$ cat config.mk
export PLATFORM = sky130hd
export DESIGN_NAME = lfsr_qpsk_src
export DESIGN_NICKNAME = d
export VERILOG_FILES = /design/src/rtl/lfsr_qpsk_pkg.sv /design/src/rtl/lfsr_qpsk_map.sv /design/src/rtl/lfsr_qpsk_ctrl.sv /design/src/rtl/lfsr_qpsk_dp.sv /design/src/rtl/lfsr_qpsk_src.sv
export SDC_FILE = /design/constraint.sdc
export NUM_CORES = 1
export LEC_CHECK = 0
export BUFFER_PORTS_ARGS = -buffer_cell sky130_fd_sc_hd__buf_2
export CAP_MARGIN = 20
export CORE_MARGIN = 1.5
export CORE_UTILIZATION = 46
export CTS_BUF_LIST = sky130_fd_sc_hd__clkbuf_2 sky130_fd_sc_hd__clkbuf_4 sky130_fd_sc_hd__clkbuf_8
export DETAILED_ROUTE_END_ITERATION = 8
export GPL_ROUTABILITY_DRIVEN = 0
export PLACE_DENSITY = 0.89
export REMOVE_ABC_BUFFERS = 1
export SETUP_SLACK_MARGIN = 0.3
export SYNTH_ARGS = -nofsm -noshare
export SYNTH_HDL_FRONTEND = slang
export SYNTH_SLANG_ARGS = --single-unit
$ cat constraint.sdc
create_clock -name clk -period 2.2 [get_ports clk]
set_clock_uncertainty 0.2 [all_clocks]
set_input_delay 0.33 -clock clk [delete_from_list [all_inputs] [get_ports clk]]
set_output_delay 0.33 -clock clk [all_outputs]
set_load 0.01 [all_outputs]
$ cat src/rtl/lfsr_qpsk_pkg.sv
package lfsr_qpsk_pkg;

  // Strobes from control to datapath
  typedef struct packed {
    logic load;   // take the seed this edge
    logic step;   // advance the register this edge
  } lfsrCtl_t;

endpackage

$ cat src/rtl/lfsr_qpsk_map.sv
module lfsr_qpsk_map #(
  parameter int SAMPLE_W = 16,
  parameter int AMP      = 23170
) (
  input  logic                       bitIn,
  output logic signed [SAMPLE_W-1:0] sample
);
  localparam logic signed [SAMPLE_W-1:0] POS_LVL = SAMPLE_W'(AMP);
  localparam logic signed [SAMPLE_W-1:0] NEG_LVL = -POS_LVL;

  assign sample = bitIn ? NEG_LVL : POS_LVL;
endmodule

$ cat src/rtl/lfsr_qpsk_ctrl.sv
module lfsr_qpsk_ctrl
  import lfsr_qpsk_pkg::*;
(
  input  logic     clk,
  input  logic     rst,
  input  logic     seedLoad,
  input  logic     symReady,
  output logic     symValid,
  output lfsrCtl_t ctl
);
  logic validReg;

  always_ff @(posedge clk) begin
    if (rst) validReg <= 1'b0;
    else     validReg <= 1'b1;
  end

  // A symbol being replaced by a load is never offered
  assign symValid = validReg & ~seedLoad;

  always_comb begin
    ctl.load = seedLoad & ~rst;
    ctl.step = symValid & symReady & ~rst;
  end
endmodule

$ cat src/rtl/lfsr_qpsk_dp.sv
module lfsr_qpsk_dp
  import lfsr_qpsk_pkg::*;
#(
  parameter int                 STATE_W    = 16,
  parameter int                 SAMPLE_W   = 16,
  parameter logic [STATE_W-1:0] TAPS       = 16'hB400,
  parameter logic [STATE_W-1:0] RESET_SEED = 16'hACE1,
  parameter int                 AMP        = 23170
) (
  input  logic                       clk,
  input  logic                       rst,
  input  lfsrCtl_t                   ctl,
  input  logic [STATE_W-1:0]         seedValue,
  output logic signed [SAMPLE_W-1:0] symI,
  output logic signed [SAMPLE_W-1:0] symQ
);
  localparam int                 NUM_PARTS = 2;
  localparam logic [STATE_W-1:0] SAFE_SEED = STATE_W'(1);

  logic [STATE_W-1:0]         state;
  logic [STATE_W-1:0]         nextState;
  logic [STATE_W-1:0]         seedFixed;
  logic                       feedback;
  logic signed [SAMPLE_W-1:0] parts [NUM_PARTS];

  assign feedback  = ^(state & TAPS);
  assign nextState = {state[STATE_W-2:0], feedback};
  assign seedFixed = (seedValue == '0) ? SAFE_SEED : seedValue;

  always_ff @(posedge clk) begin
    if (rst)           state <= RESET_SEED;
    else if (ctl.load) state <= seedFixed;
    else if (ctl.step) state <= nextState;
  end

  // Part 0 (I) from the top bit, part 1 (Q) from the next one down
  for (genvar k = 0; k < NUM_PARTS; k++) begin : g_part
    lfsr_qpsk_map #(.SAMPLE_W(SAMPLE_W), .AMP(AMP)) u_map (
      .bitIn (state[STATE_W-1-k]),
      .sample(parts[k])
    );
  end

  assign symI = parts[0];
  assign symQ = parts[1];
endmodule

$ cat src/rtl/lfsr_qpsk_src.sv
module lfsr_qpsk_src
  import lfsr_qpsk_pkg::*;
#(
  parameter int                 STATE_W    = 16,
  parameter int                 SAMPLE_W   = 16,
  parameter logic [STATE_W-1:0] TAPS       = 16'hB400,
  parameter logic [STATE_W-1:0] RESET_SEED = 16'hACE1,
  parameter int                 AMP        = 23170
) (
  input  logic                       clk,
  input  logic                       rst,
  input  logic                       seedLoad,
  input  logic [STATE_W-1:0]         seedValue,
  input  logic                       symReady,
  output logic                       symValid,
  output logic signed [SAMPLE_W-1:0] symI,
  output logic signed [SAMPLE_W-1:0] symQ
);
  lfsrCtl_t ctl;

  lfsr_qpsk_ctrl u_ctrl (
    .clk     (clk),
    .rst     (rst),
    .seedLoad(seedLoad),
    .symReady(symReady),
    .symValid(symValid),
    .ctl     (ctl)
  );

  lfsr_qpsk_dp #(
    .STATE_W   (STATE_W),
    .SAMPLE_W  (SAMPLE_W),
    .TAPS      (TAPS),
    .RESET_SEED(RESET_SEED),
    .AMP       (AMP)
  ) u_dp (
    .clk      (clk),
    .rst      (rst),
    .ctl      (ctl),
    .seedValue(seedValue),
    .symI     (symI),
    .symQ     (symQ)
  );
endmodule

; Word level (Yosys, flattened, before mapping)
; Cells that the tools add are included.
[word_totals]
input_bits = 20
latch_bits = 0
output_inout_bits = 33
word_cells = 17
romBits = 0
ram_bits = 0
mem_count = 0
ff_bits = 17
[classes]
div_mod_pow = 0
n_eq_ne = 0
magnitude_cmp = 0
mux = 6
n_reduce_logical = 3
shift = 0
n_addsub = 0
n_bitwise = 6
multipliers = 0
[ops]
columns = operator, count
row1 = $mux W16, 5
row2 = $logic_not A16 Y1, 1
row3 = $reduce_xor A16 Y1, 1
row4 = $and A1 B1 Y1, 4
row5 = $not A1 Y1, 2
row6 = $reduce_bool A2 Y1, 1
row7 = $mux W1, 1

; Logic depth before layout (Yosys ltp)
[logic_depth]
word_depth = 6
mapped_depth = 5
mapped_depth_nobuf = 4

; Modules after synthesis
; Synthesis repeated with hierarchy kept, for this count alone.
[unflattened]
cells_unflattened = 128
hier_area_um2 = 1107.3
[modules_own_cells]
columns = mod, cells_each, n_inst, area_each_um2, seq_area_each_um2
row1 = lfsr_qpsk_dp, 87, 1, 808.3, 320.3
row2 = lfsr_qpsk_map, 18, 2, 123.9, 0.0
row3 = lfsr_qpsk_ctrl, 5, 1, 51.3, 20.0

; Worst setup path after synthesis
; No wires, ideal clock.
[synth_path]
path_type = register -> output
start = register u_dp.state[15]
end = output port symI[11]
t_required_ns = 1.670
t_arrival_ns = 0.818
path_stages_with_launch = 3
slack_ns = 0.852
path_buffers = 1
cell_sequence = dfxtp_1 -> inv_1 -> buf_4
[synth_between]
elab_chain_len = 1
[synth_rtl]
columns = item, line_no
row1 = "start, declared", lfsr_qpsk_dp.sv:20  ; logic [STATE_W-1:0] state;
row2 = "start signal, assigned", lfsr_qpsk_dp.sv:32  ; else if (ctl.load) state <= seedFixed;
row3 = "start signal, assigned", lfsr_qpsk_dp.sv:33  ; else if (ctl.step) state <= nextState;
row4 = $mux W16, lfsr_qpsk_map.sv:11  ; assign sample = bitIn ? NEG_LVL : POS_LVL;
row5 = "end, declared", lfsr_qpsk_src.sv:16  ; output logic signed [SAMPLE_W-1:0] symI,
; Every way passes these cells.

; Final worst setup path
; Same ends and word-level chain as after synthesis.

==> run metrics <==
most common cell in the netlist=buf_4; ys flop type=dfxtp_1; critical path capture point type=output pin; PnR worst setup slack=about 0.57 ns; Seq/Total Area, Yosys=33.2%; ANT cells=0; Power Total=677 uW; final cell count without fillers=170; cts repair resizes=0; Layout fillers=171; yosys warns=0; Worst-Skew Late Latency=0.30 ns; P_leak=about 0.5 nW; final setup vio count=0; DRC errors left=0; CP startpoint kind=register; Post-CTS Setup Inserts=0; Area Overhead vs Synth=5.98%; outcome=completed; ys async rst share=0%; pin count of the biggest net entering global routing=15; reg-to-reg endpoint=u_dp.state[3]; initial DRC count=35; Cells after Synth=123; row cnt=16; WS Path Type=register to output pin; synthesized flop and latch total=17; cell area power density=623 nW/um2; fmax=612 MHz; Detail Placement HPWL=between 1500 and 2000 um; Starting Density=50.7%; CTS tree=done; Worst R2R Start=u_ctrl.validReg; Flop pwr share=51.5%; maximum clock path buffer count=2; first-pass GRT wire length=3510 um; total net switching power=approximately 210 uW; drt wl/cell=13.0 um; vias in the first global route=around 760; Setup WS pre-CTS=0.394 ns; synth top area cells=dfxtp_1, buf_4, nand2_1; Clock Power Share=roughly a quarter; Worst EP required=between 1.5 and 2 ns; minimum clock period after layout=1.63 ns; Ports=between 50 and 60; gr usage total=between 15 and 20%; Setup Total Neg Slack=0 ns; Final Util=between 50% and 60%; Synth cell types=26; fin nets=~160; Worst Hold Depth=3; R2R depth=4; unrepaired setup endpoints after global routing=false; sw frac=31.0%; die area=2520 um2; Hold Vio Cnt, Final=0; fraction of layout cells with a size suffix above 1=41.3%; total grt overflow=0; R2R Setup Slk=roughly 0.62 ns; first drt pass iteration count=4; worst setup path start=u_dp.state[15]; DR WL met2=approximately 1200 um; ANT nets after route=0; Worst Min Path Start=seedValue[15]; Synth Cell Area=a little over 1000 um2; max incr delay on CP=0.50 ns; Clk pin slew, worst setup/hold paths=0.10 ns; number of synthesized flops with an enable pin=0; post-placement cell count=166; WL final=approximately 2200 um; worst-path maximum fanout=11; Max Used Layer=met4; Die Ht=about 50 um; Max Cap Viol=0; VDD IR max=290 uV; CP max stage cell=dfxtp_1; H-tree depth=1; internal power=467 uW; Synth Area per Inst=8.34 um2; Num Clock Sinks=17; Min-Delay Path Class=input pin to register; TritonCTS Buffers=3; combinational share of power=23.2%; leading area contributor after synthesis=dfxtp_1; port buffer count=48; length of routed wiring on met1=between 800 and 900 um; Slew Limit Fails=0; WHS Endpoint=u_dp.state[15]; worst path cell trace=inv_1, buf_2; final worst-path cycle share=between 70% and 80%; initial antenna violation count=0; met3 routed WL=155 um; clk root buf=clkbuf_4; total number of vias=852; crit path DAT=1.10 ns; Core ar.=2020 um2; width of the die=between 50 and 60 um; Via density=5.01; cts hold-fix bufs=0; post-synth top area share=33.2%; commonest cells in the netlist=buf_4, dfxtp_1, nand2_1
[layout make-up]
class | count | area [um2] | area share [%]
flip-flops and latches | 17 | 340 | 31.3
multi-input cells | 69 | 423 | 38.9
clock inverters | 1 | 5.00 | 0.460
well taps | 27 | 33.8 | 3.11
clock buffers | 3 | 22.5 | 2.07
inverters | 4 | 15.0 | 1.38
repair buffers | 49 | 248 | 22.8
[power by group through the flow]
stage / Clock (mW) / Combinational (mW) / Sequential, mW
finish: 0.171 / 0.157 / 0.349
global route: 0.187 / 0.171 / 0.352
CTS: 0.171 / 0.157 / 0.348
detailed placement: 0 / 0.157 / 0.355
global placement: 0 / 0.152 / 0.354
floorplan: 0 / 0.0706 / 0.365
[worst max-delay path: cells and delay by family, from the launching register on]
kind / cells / cell delay, ns
flops: 1 / 0.50
buf+inv: 2 / 0.32
[sequential cells by signal, indices dropped and copies added, names as in the netlist]
register / cells
u_ctrl.validReg: 1
u_dp.state: 16
[worst max-delay path by stage]
| stage | end | slack [ns] | depth (start not counted) |
|---|---|---|---|
| final | symI[11] | 0.57 | 2 |
| after floorplan | u_dp.state[15] | 0.21 | 4 |
| after CTS | symI[11] | 0.58 | 2 |
| after global routing | symI[7] | 0.47 | 2 |
| after detailed placement | u_dp.state[3] | 0.39 | 5 |
| after global placement | u_dp.state[8] | 0.51 | 5 |
[cell families (layout without fill, tap and decap cells)]
logic type	count (synthesis)	count (layout)	share of synthesized area [%]
XOR/XNOR	3	3	2.56
multiplexers	4	4	4.02
AND/OR/NAND/NOR	32	32	15.1
AO/OA/AOI/OAI	26	26	18.0
buffers and inverters	39	57	26.3
flip-flops	17	17	33.2
other	2	4	0.732
[metrics by stage]
stage	area (um2)	hold WS (ns)
2_1_floorplan	778	0.198
3_3_place_gp	1060	0.249
3_5_place_dp	1060	0.252
4_1_cts	1090	0.104
5_1_grt	1090	0.0935
6_report	1090	0.109
[cell usage in the layout, fill, tap and decap left out, types with 2 or more instances in the layout]
| master | count |
|---|---|
| nand2_1 | 13 |
| o21ai_0 | 4 |
| nor2_1 | 11 |
| a21oi_1 | 7 |
| o22ai_1 | 6 |
| a311oi_2 | 3 |
| buf_2 | 48 |
| dfxtp_1 | 17 |
| nor4_1 | 3 |
| inv_1 | 2 |
| mux2i_1 | 3 |
| a22oi_1 | 4 |
| clkbuf_4 | 3 |
| conb_1 | 4 |
| xnor2_1 | 2 |
[metal layers]
layer  global-route usage [%]  vias up
met2                     33.6       42
met5                        0        -
met4                     6.94        0
li1                         -      430
met1                     20.5      376
met3                     2.68        4
No activity file was read; power rests on OpenSTA's default activity.
